## config.mk

```make
export PLATFORM = sky130hd
export DESIGN_NAME = synth_divider_core
export DESIGN_NICKNAME = d
export VERILOG_FILES = /design/src/rtl/synth_div_pkg.sv /design/src/rtl/fb_swallow_div.sv /design/src/rtl/ref_div.sv /design/src/rtl/pfd_core.sv /design/src/rtl/lock_mon.sv /design/src/rtl/synth_divider_core.sv
export SDC_FILE = /design/constraint.sdc
export NUM_CORES = 1
export LEC_CHECK = 0
export CORE_ASPECT_RATIO = 1.5
export CORE_MARGIN = 4
export CORE_UTILIZATION = 40
export DETAILED_ROUTE_END_ITERATION = 6
export DONT_BUFFER_PORTS = 1
export SYNTH_ARGS = -nofsm -noshare
export SYNTH_HDL_FRONTEND = slang
export SYNTH_SLANG_ARGS = --single-unit
```

## constraint.sdc

```tcl
create_clock -name clk -period 1.5 [get_ports clk]
set_input_delay 0.15 -clock clk [delete_from_list [all_inputs] [get_ports clk]]
set_output_delay 0.15 -clock clk [all_outputs]
set_load 0.02 [all_outputs]
```

## src/rtl/synth_div_pkg.sv

```systemverilog
package synth_div_pkg;

  localparam int unsigned PSC_W  = 3;
  localparam int unsigned NMOD_W = 8;

  // Prescaler base modulus N selected by the code; N+1 is the alternate.
  function automatic logic [NMOD_W-1:0] psc_modulus(input logic [PSC_W-1:0] code);
    logic [NMOD_W-1:0] n;
    if (!code[2]) begin
      n = NMOD_W'(8);
    end else begin
      case (code[1:0])
        2'b00:   n = NMOD_W'(16);
        2'b01:   n = NMOD_W'(32);
        2'b10:   n = NMOD_W'(64);
        default: n = NMOD_W'(128);
      endcase
    end
    return n;
  endfunction

endpackage

```

## src/rtl/fb_swallow_div.sv

```systemverilog
module fb_swallow_div #(
  parameter int unsigned M_W = 11,
  parameter int unsigned A_W = 7
) (
  input  logic           clk,
  input  logic           rst_n,
  input  logic           pre_tick,
  input  logic [M_W-1:0] cfg_m,
  input  logic [A_W-1:0] cfg_a,
  output logic           mod_ctl,
  output logic           fb_pulse
);

  localparam logic [M_W-1:0] M_ONE  = M_W'(1);
  localparam logic [A_W-1:0] A_ZERO = '0;

  logic [M_W-1:0] m_left_q, m_left_d;
  logic [A_W-1:0] a_left_q, a_left_d;
  logic           pulse_q, pulse_d;
  logic           reload;

  assign reload = pre_tick && (m_left_q <= M_ONE);

  always_comb begin
    m_left_d = m_left_q;
    a_left_d = a_left_q;
    pulse_d  = 1'b0;
    if (pre_tick) begin
      if (reload) begin
        m_left_d = cfg_m;
        a_left_d = cfg_a;
        pulse_d  = 1'b1;
      end else begin
        m_left_d = m_left_q - M_ONE;
        if (a_left_q != A_ZERO) begin
          a_left_d = a_left_q - A_W'(1);
        end
      end
    end
  end

  always_ff @(posedge clk or negedge rst_n) begin
    if (!rst_n) begin
      m_left_q <= '0;
      a_left_q <= '0;
      pulse_q  <= 1'b0;
    end else begin
      m_left_q <= m_left_d;
      a_left_q <= a_left_d;
      pulse_q  <= pulse_d;
    end
  end

  assign mod_ctl  = (a_left_q != A_ZERO);
  assign fb_pulse = pulse_q;

  // once the N phase has begun, N+1 does not return before the reload.
  p_swallow_leads_r3: assert property (@(posedge clk) disable iff (!rst_n)
    (pre_tick && !mod_ctl && !reload) |=> !mod_ctl);

  // a feedback edge always follows an accepted prescaler strobe.
  p_fb_after_tick_r2: assert property (@(posedge clk) disable iff (!rst_n)
    fb_pulse |-> $past(pre_tick));

endmodule

```

## src/rtl/ref_div.sv

```systemverilog
module ref_div #(
  parameter int unsigned REF_W = 15
) (
  input  logic             clk,
  input  logic             rst_n,
  input  logic             ref_tick,
  input  logic [REF_W-1:0] cfg_ref,
  output logic             ref_pulse
);

  localparam logic [REF_W-1:0] R_ONE = REF_W'(1);

  logic [REF_W-1:0] cnt_q, cnt_d;
  logic             pulse_q, pulse_d;

  always_comb begin
    cnt_d   = cnt_q;
    pulse_d = 1'b0;
    if (ref_tick) begin
      if (cnt_q <= R_ONE) begin
        cnt_d   = cfg_ref;
        pulse_d = 1'b1;
      end else begin
        cnt_d = cnt_q - R_ONE;
      end
    end
  end

  always_ff @(posedge clk or negedge rst_n) begin
    if (!rst_n) begin
      cnt_q   <= '0;
      pulse_q <= 1'b0;
    end else begin
      cnt_q   <= cnt_d;
      pulse_q <= pulse_d;
    end
  end

  assign ref_pulse = pulse_q;

  p_ref_after_tick_r5: assert property (@(posedge clk) disable iff (!rst_n)
    ref_pulse |-> $past(ref_tick));

endmodule

```

## src/rtl/pfd_core.sv

```systemverilog
module pfd_core (
  input  logic clk,
  input  logic rst_n,
  input  logic ref_ev,
  input  logic fb_ev,
  input  logic pol,
  input  logic hiz,
  output logic req_active,
  output logic pump_up,
  output logic pump_dn,
  output logic pump_en
);

  logic up_q, up_d;
  logic dn_q, dn_d;
  logic clr;

  assign clr = up_q && dn_q;

  always_comb begin
    if (clr) begin
      up_d = ref_ev;
      dn_d = fb_ev;
    end else begin
      up_d = up_q || ref_ev;
      dn_d = dn_q || fb_ev;
    end
  end

  always_ff @(posedge clk or negedge rst_n) begin
    if (!rst_n) begin
      up_q <= 1'b0;
      dn_q <= 1'b0;
    end else begin
      up_q <= up_d;
      dn_q <= dn_d;
    end
  end

  assign req_active = up_q || dn_q;
  assign pump_en    = !hiz;
  assign pump_up    = !hiz && (pol ? dn_q : up_q);
  assign pump_dn    = !hiz && (pol ? up_q : dn_q);

  // both requests set with no new edge -> both clear next cycle.
  p_pfd_clear_r6: assert property (@(posedge clk) disable iff (!rst_n)
    (up_q && dn_q && !ref_ev && !fb_ev) |=> (!up_q && !dn_q));

  // a reference edge raises the up request.
  p_ref_sets_up_r6: assert property (@(posedge clk) disable iff (!rst_n)
    (ref_ev && !(up_q && dn_q)) |=> up_q);

endmodule

```

## src/rtl/lock_mon.sv

```systemverilog
module lock_mon #(
  parameter int unsigned LOCK_N = 16,
  parameter int unsigned PW_LIM = 2
) (
  input  logic clk,
  input  logic rst_n,
  input  logic ref_tick,
  input  logic ref_ev,
  input  logic active,
  output logic locked
);

  localparam int unsigned WC_W = $clog2(PW_LIM + 1);
  localparam int unsigned GC_W = $clog2(LOCK_N + 1);
  localparam logic [WC_W-1:0] WC_LAST = WC_W'(PW_LIM - 1);
  localparam logic [GC_W-1:0] GC_FULL = GC_W'(LOCK_N);

  logic [WC_W-1:0] wcnt_q, wcnt_d;
  logic [GC_W-1:0] good_q, good_d;
  logic            seen_q, seen_d;
  logic            lock_q, lock_d;
  logic            viol;

  assign viol = active && ref_tick && (wcnt_q == WC_LAST);

  always_comb begin
    wcnt_d = wcnt_q;
    if (!active) begin
      wcnt_d = '0;
    end else if (ref_tick && (wcnt_q < WC_LAST)) begin
      wcnt_d = wcnt_q + WC_W'(1);
    end
  end

  always_comb begin
    seen_d = ref_ev ? 1'b0 : (seen_q || viol);
    good_d = good_q;
    if (ref_ev) begin
      if (seen_q || viol) begin
        good_d = '0;
      end else if (good_q != GC_FULL) begin
        good_d = good_q + GC_W'(1);
      end
    end
    lock_d = lock_q;
    if (viol) begin
      lock_d = 1'b0;
    end else if (ref_ev) begin
      lock_d = (good_d == GC_FULL);
    end
  end

  always_ff @(posedge clk or negedge rst_n) begin
    if (!rst_n) begin
      wcnt_q <= '0;
      good_q <= '0;
      seen_q <= 1'b0;
      lock_q <= 1'b0;
    end else begin
      wcnt_q <= wcnt_d;
      good_q <= good_d;
      seen_q <= seen_d;
      lock_q <= lock_d;
    end
  end

  assign locked = lock_q;

  p_lock_drop_r10: assert property (@(posedge clk) disable iff (!rst_n)
    viol |=> !lock_q);

  p_lock_on_ref_r9: assert property (@(posedge clk) disable iff (!rst_n)
    $rose(lock_q) |-> $past(ref_ev));

endmodule

```

## src/rtl/synth_divider_core.sv

```systemverilog
module synth_divider_core
  import synth_div_pkg::*;
#(
  parameter int unsigned M_W    = 11,
  parameter int unsigned A_W    = 7,
  parameter int unsigned REF_W  = 15,
  parameter int unsigned LOCK_N = 16,
  parameter int unsigned PW_LIM = 2,
  parameter int unsigned SYNC_N = 2
) (
  input  logic                 clk,
  input  logic                 rst_n,
  input  logic                 pre_tick,
  input  logic                 ref_tick,
  input  logic [M_W+A_W-1:0]   cfg_div,
  input  logic [PSC_W-1:0]     cfg_psc,
  input  logic [REF_W-1:0]     cfg_ref,
  input  logic                 cfg_pol,
  input  logic                 cfg_hiz,
  input  logic                 cfg_lock_inv,
  output logic                 mod_ctl,
  output logic                 fb_pulse,
  output logic                 ref_pulse,
  output logic                 pump_up,
  output logic                 pump_dn,
  output logic                 pump_en,
  output logic                 lock_det,
  output logic                 cfg_err
);

  logic [SYNC_N-1:0] rst_sync_q;
  logic              rst_n_s;
  logic [M_W-1:0]    cfg_m;
  logic [A_W-1:0]    cfg_a;
  logic [NMOD_W-1:0] nmod;
  logic              req_active;
  logic              locked;

  always_ff @(posedge clk or negedge rst_n) begin
    if (!rst_n) begin
      rst_sync_q <= '0;
    end else begin
      rst_sync_q <= {rst_sync_q[SYNC_N-2:0], 1'b1};
    end
  end
  assign rst_n_s = rst_sync_q[SYNC_N-1];

  assign cfg_m   = cfg_div[M_W+A_W-1:A_W];
  assign cfg_a   = cfg_div[A_W-1:0];
  assign nmod    = psc_modulus(cfg_psc);
  assign cfg_err = (int'(cfg_a) >= int'(nmod));

  fb_swallow_div #(.M_W(M_W), .A_W(A_W)) fb_div_i (
    .clk      (clk),
    .rst_n    (rst_n_s),
    .pre_tick (pre_tick),
    .cfg_m    (cfg_m),
    .cfg_a    (cfg_a),
    .mod_ctl  (mod_ctl),
    .fb_pulse (fb_pulse)
  );

  ref_div #(.REF_W(REF_W)) ref_div_i (
    .clk       (clk),
    .rst_n     (rst_n_s),
    .ref_tick  (ref_tick),
    .cfg_ref   (cfg_ref),
    .ref_pulse (ref_pulse)
  );

  pfd_core pfd_i (
    .clk        (clk),
    .rst_n      (rst_n_s),
    .ref_ev     (ref_pulse),
    .fb_ev      (fb_pulse),
    .pol        (cfg_pol),
    .hiz        (cfg_hiz),
    .req_active (req_active),
    .pump_up    (pump_up),
    .pump_dn    (pump_dn),
    .pump_en    (pump_en)
  );

  lock_mon #(.LOCK_N(LOCK_N), .PW_LIM(PW_LIM)) lock_i (
    .clk      (clk),
    .rst_n    (rst_n_s),
    .ref_tick (ref_tick),
    .ref_ev   (ref_pulse),
    .active   (req_active),
    .locked   (locked)
  );

  assign lock_det = locked ^ cfg_lock_inv;

  // the smallest modulus is 8, so an error implies A of at least 8.
  p_cfg_err_floor_r4: assert property (@(posedge clk) disable iff (!rst_n_s)
    cfg_err |-> (int'(cfg_a) >= 8));

endmodule

```

After elaboration in Yosys (flattened, before gate mapping)

Index checks and enable logic that the tools add are counted.

Register bits after elaboration: 48
Input port bits: 43
Word-level logic and storage cells: 67

Add/subtract/negate cells: 5
Magnitude comparators: 4
Eq/ne operators: 6
Muxes and demuxes: 22
Bitwise operators: 1
Reduce and logical (&&, ||, !) cells: 17

Operator list:

| cell                    | number |
|---|---|
| $pmux W8 S3             | 1 |
| $le A15 B1 Y1 const B   | 1 |
| $mux W15                | 1 |
| $mux W5                 | 3 |
| $sub A15 B1 Y15 const B | 1 |
| $mux W7                 | 2 |
| $le A11 B1 Y1 const B   | 1 |
| $mux W1                 | 11 |
| $mux W11                | 1 |
| $sub A11 B1 Y11 const B | 1 |
| $ge A7 B8 Y1            | 1 |
| $mux W8                 | 1 |
| $logic_and A1 B1 Y1     | 7 |
| $reduce_bool A7 Y1      | 1 |
| $sub A7 B1 Y7 const B   | 1 |
| $add A5 B1 Y5 const B   | 1 |
| $eq A5 B5 Y1 const B    | 1 |
| $ne A5 B5 Y1 const B    | 1 |
| $eq A2 B1 Y1 const B    | 2 |
| $logic_or A1 B1 Y1      | 4 |
| $mux W2                 | 2 |
| $reduce_bool A2 Y1      | 2 |
| $add A2 B1 Y2 const B   | 1 |
| $eq A2 B2 Y1 const B    | 1 |
| 6 further kinds         | 6 |

Longest topological paths before layout

Depth in word-level cells: 9
Depth in mapped cells: 9

Hierarchy

Synthesis repeated with hierarchy kept, for this count alone.

Cell total of the unflattened synthesis: 350
Area total of the unflattened synthesis: 3373.2 um^2

Modules (own cells, without submodules):

| module             | instances | cells an instance | area an instance (um^2) |
|---|---|---|---|
| fb_swallow_div     | 1         | 132               | 1234.9 |
| ref_div            | 1         | 128               | 1221.2 |
| lock_mon           | 1         | 60                | 620.6 |
| synth_divider_core | 1         | 19                | 190.2 |
| pfd_core           | 1         | 11                | 106.4 |

Least setup slack after synthesis

OpenSTA, ideal clock, no wires.

Path kind: flip-flop to flip-flop
From: register fb_div_i.m_left_q[2]
To: register fb_div_i.m_left_q[2]
Data arrival time: 1.924 ns
Path slack: -0.568 ns
Stages on the path, launching flop included: 7
Buffers on the path: 2
Period minus slack after synthesis: 2.068 ns
Cell sequence: dfrtp_1 or4_1 or4_1 buf_4 buf_6 o21ai_0 a22oi_1

Longest elaborated chain between the ends: 3
Elaborated cells between the ends (all ways): 4
Classes of those cells: add/sub (1); order compare (1); mux (1); reduce/logical (1)

RTL lines:

| what                   | line                 | RTL |
|---|---|---|
| start, declared        | fb_swallow_div.sv:17 | `logic [M_W-1:0] m_left_q, m_left_d;` |
| start signal, assigned | fb_swallow_div.sv:48 | `m_left_q <= m_left_d;` |
| $le A11 B1 Y1          | fb_swallow_div.sv:22 | `assign reload = pre_tick && (m_left_q <= M_ONE);` |
| $logic_and A1 B1 Y1    | fb_swallow_div.sv:22 |  |
| $mux W11 *             | fb_swallow_div.sv:29 | `if (reload) begin` |

Mark *: on every way between the ends. The rest lies on a longest branch, timed or not.
A chain may end at the register's enable or synchronous reset.

Final worst setup path

From: register ref_div_i.cnt_q[10]
To: register ref_div_i.cnt_q[4]

Longest elaborated chain between the ends: 2

RTL lines:

| what                   | line          | RTL |
|---|---|---|
| start, declared        | ref_div.sv:13 | `logic [REF_W-1:0] cnt_q, cnt_d;` |
| start signal, assigned | ref_div.sv:34 | `cnt_q <= cnt_d;` |
| $le A15 B1 Y1          | ref_div.sv:20 | `if (cnt_q <= R_ONE) begin` |
| $mux W15               | ref_div.sv:20 |  |

No other way between the ends.

==> impl_metrics.ini <==
[drt]
wl_per_cell_um = 16.2
wl_met3_um = 337
wirelength_mm = 8.15
avgViaCountPerCell = 5.58
drt-met1-wl_mm = 3.19
vias = 2805
drc = 0
ant_nets = 0
top_layer = met4
met2_length_mm = 4.54
drt_iter0_drc = 101
first_pass_iters = 4

[die]
die_area_sq_um = 8930
fp.dieW_um = 78.5
start_util = 0.410
fp.dieH_um = 114
core_sq_um = 7270
io_pins = 51
row_count = 38

[worst_setup_path]
cp.arrival_ns = 2.34
cp_max_fo = 5
r2r_cells = 5
timing.rr.end = ref_div_i.cnt_q[4]
cp-start-kind = flop
worstPathRequired_ns = 1.75
critPathKind = flop to flop
rrSetupSlack_ns = -0.59
worst_r2r_startpoint = ref_div_i.cnt_q[10]
worstSetupEndpointType = flop

[clock_tree]
clk-insertion-delay-late_ns = 0.30
clockBufferDepth = 2
cts_sinks = 48
h-tree-depth = 2
cts.clk_slew.worst_paths_ns = 0.10
clockRootBuffer = clkbuf_8
numCtsBuffers = 5
cts_tree = done

[synth]
syn_area_sq_um = 2980
synth_top_area_frac = 0.403
synth_seq_cells = 48
synth_warnings = 0
syn_area_per_cell_sq_um = 9.47
synth_seq_area_share = 0.403
synth-edff-count = 0
synth_top_area_cell = dfrtp_1
ys_types = 59
ys_top_cells_by_area = dfrtp_1, ha_1, inv_1
synth_ff_type = dfrtp_1
async_flop_share = 1.00
synthCells = 315
syn_nets = 372

[sta]
fin_hold_ws_ns = 0.00905
finalSetupViolCount = 37
tightest_slew_ns = 0.649
period_minus_slack_ns = 2.09
max_slew_margin = 0.566
skew_ns = 0.00819
fmax_mhz = 479
setup_ws_ns = -0.588
hold_viol_final = 0
period_share = 1.39
rsz0062_at_grt = true
tns_ns = -17.82
finalMaxSlewViolations = 0

[final_layout]
fin_cells = 503
layout_commonest_cell = buf_4
drive_above_1_share = 0.360
num_antenna_cells = 0
fin_nets = 459
fin_area_sq_um = 4170
final_cell_mix = buf_4, dfrtp_1, inv_1
area_delta_synth_final_pct = 39.9
nFillCells = 641
final_util = 0.574

[power]
power_density_nw_per_um2 = 1410
p_leak_nw = 1.89
ir_drop_v = 0.000793
p_total_mw = 5.89

[place]
placed_cells = 470
hpwl_mm = 5.62
placed_area_sq_um = 3600
gp_congestion = 0.866
io_buffers = 0
dp_slack_ns = -0.636

[global_routing]
globalRoute.totalOverflow = 0
grt_use_total = 0.183
antenna_found_initial = 0
grt_pass1_vias = 2921
grt_pass1_wl_mm = 13.1
grt_max_degree = 47

[hold_path]
worstHoldPathCells = 2
hp-start = pre_tick
whs_endpoint = fb_div_i.m_left_q[3]
hold_class = primary input to flop

[run_status]
violations = negative setup slack
outcome = complete, but fails checks

[run]
drv_cap = 0
[kinds of logic (layout without fill, tap and decap cells)]
logic type | after synthesis | count (layout) | share of synthesized area
AND/OR/NAND/NOR | 96 | 96 | 0.187
adder cells (fa/ha/maj) | 14 | 14 | 0.0587
multiplexers | 12 | 12 | 0.0411
buffers and inverters | 44 | 132 | 0.0658
AO/OA/AOI/OAI | 95 | 95 | 0.229
XOR/XNOR | 5 | 5 | 0.0147
flip-flops | 48 | 48 | 0.403
other | 1 | 1 | 0.00126
[sequential cells by signal, indices dropped and copies added, names as in the netlist, 2 cells and up]
register           cells
lock_i.wcnt_q          2
fb_div_i.a_left_q      7
rst_sync_q             2
fb_div_i.m_left_q     11
lock_i.good_q          5
ref_div_i.cnt_q       15
[cell usage after synthesis, types with 4 or more instances]
cell type  instances
nor3_1             9
nor4_1             7
nor2_1            16
mux2i_1           10
or4_1              7
a22oi_1            7
a2bb2oi_1          4
ha_1              14
nand2_1           13
clkbuf_1           6
o2bb2ai_1          8
o21ai_0           20
inv_1             30
a211oi_1           6
o21a_1             4
or3_1              5
nand3_1           12
xnor2_1            4
o22ai_1            4
dfrtp_1           48
a221o_1            7
nand4_1            4
nor3b_1            4
nand2b_1           4
a21oi_1            9
[power breakdown]
part | leakage [nW] | internal, mW | switching, mW
logic | 1.26 | 1.65 | 1.41
registers | 0.574 | 1.69 | 0.287
clock network | 0.0516 | 0.379 | 0.482
[worst max path at each step]
stage / from / endpoint / slack, ns / cells past startpoint
after CTS: fb_div_i.m_left_q[8] / fb_div_i.a_left_q[5] / -0.53 / 5
after global routing: ref_div_i.cnt_q[10] / ref_div_i.cnt_q[4] / -0.62 / 5
after floorplan: fb_div_i.m_left_q[7] / fb_div_i.m_left_q[7] / -0.54 / 6
after global placement: fb_div_i.m_left_q[7] / fb_div_i.a_left_q[4] / -0.61 / 6
final: ref_div_i.cnt_q[10] / ref_div_i.cnt_q[4] / -0.59 / 5
after detailed placement: fb_div_i.m_left_q[7] / fb_div_i.a_left_q[4] / -0.64 / 6
[final cells by class]
class | instances | area, sq um | share of cell area
sequential | 48 | 1200 | 0.288
multi-input combinational | 223 | 1820 | 0.437
inverter | 31 | 144 | 0.0345
timing repair inverter | 1 | 8.76 | 0.00210
clock inverter | 2 | 13.8 | 0.00330
timing repair buffer | 92 | 774 | 0.186
tap | 100 | 125 | 0.0300
clock buffer | 6 | 82.6 | 0.0198
[metal layers]
layer  vias to the layer above  global-route usage
met5                         -                   0
met4                         0              0.0677
met3                         8              0.0419
met2                        63               0.343
met1                      1375               0.196
li1                       1359                   -
[repair_timing]
action	CTS	global route
gates cloned	1	0
setup buffers	6	5
pin swaps	15	9
hold endpoints to repair	23	1
endpoints found under the setup margin	38	39
hold buffers	12	1
resized for setup	38	24
[worst max-delay path, cell delays in order (launching register included)]
cell	delay (ns)
dfrtp_1	0.40
or4_4	0.55
or4_4	0.57
nor3_4	0.19
buf_4	0.17
a221o_1	0.15
Power figures use the tool's default switching activity.
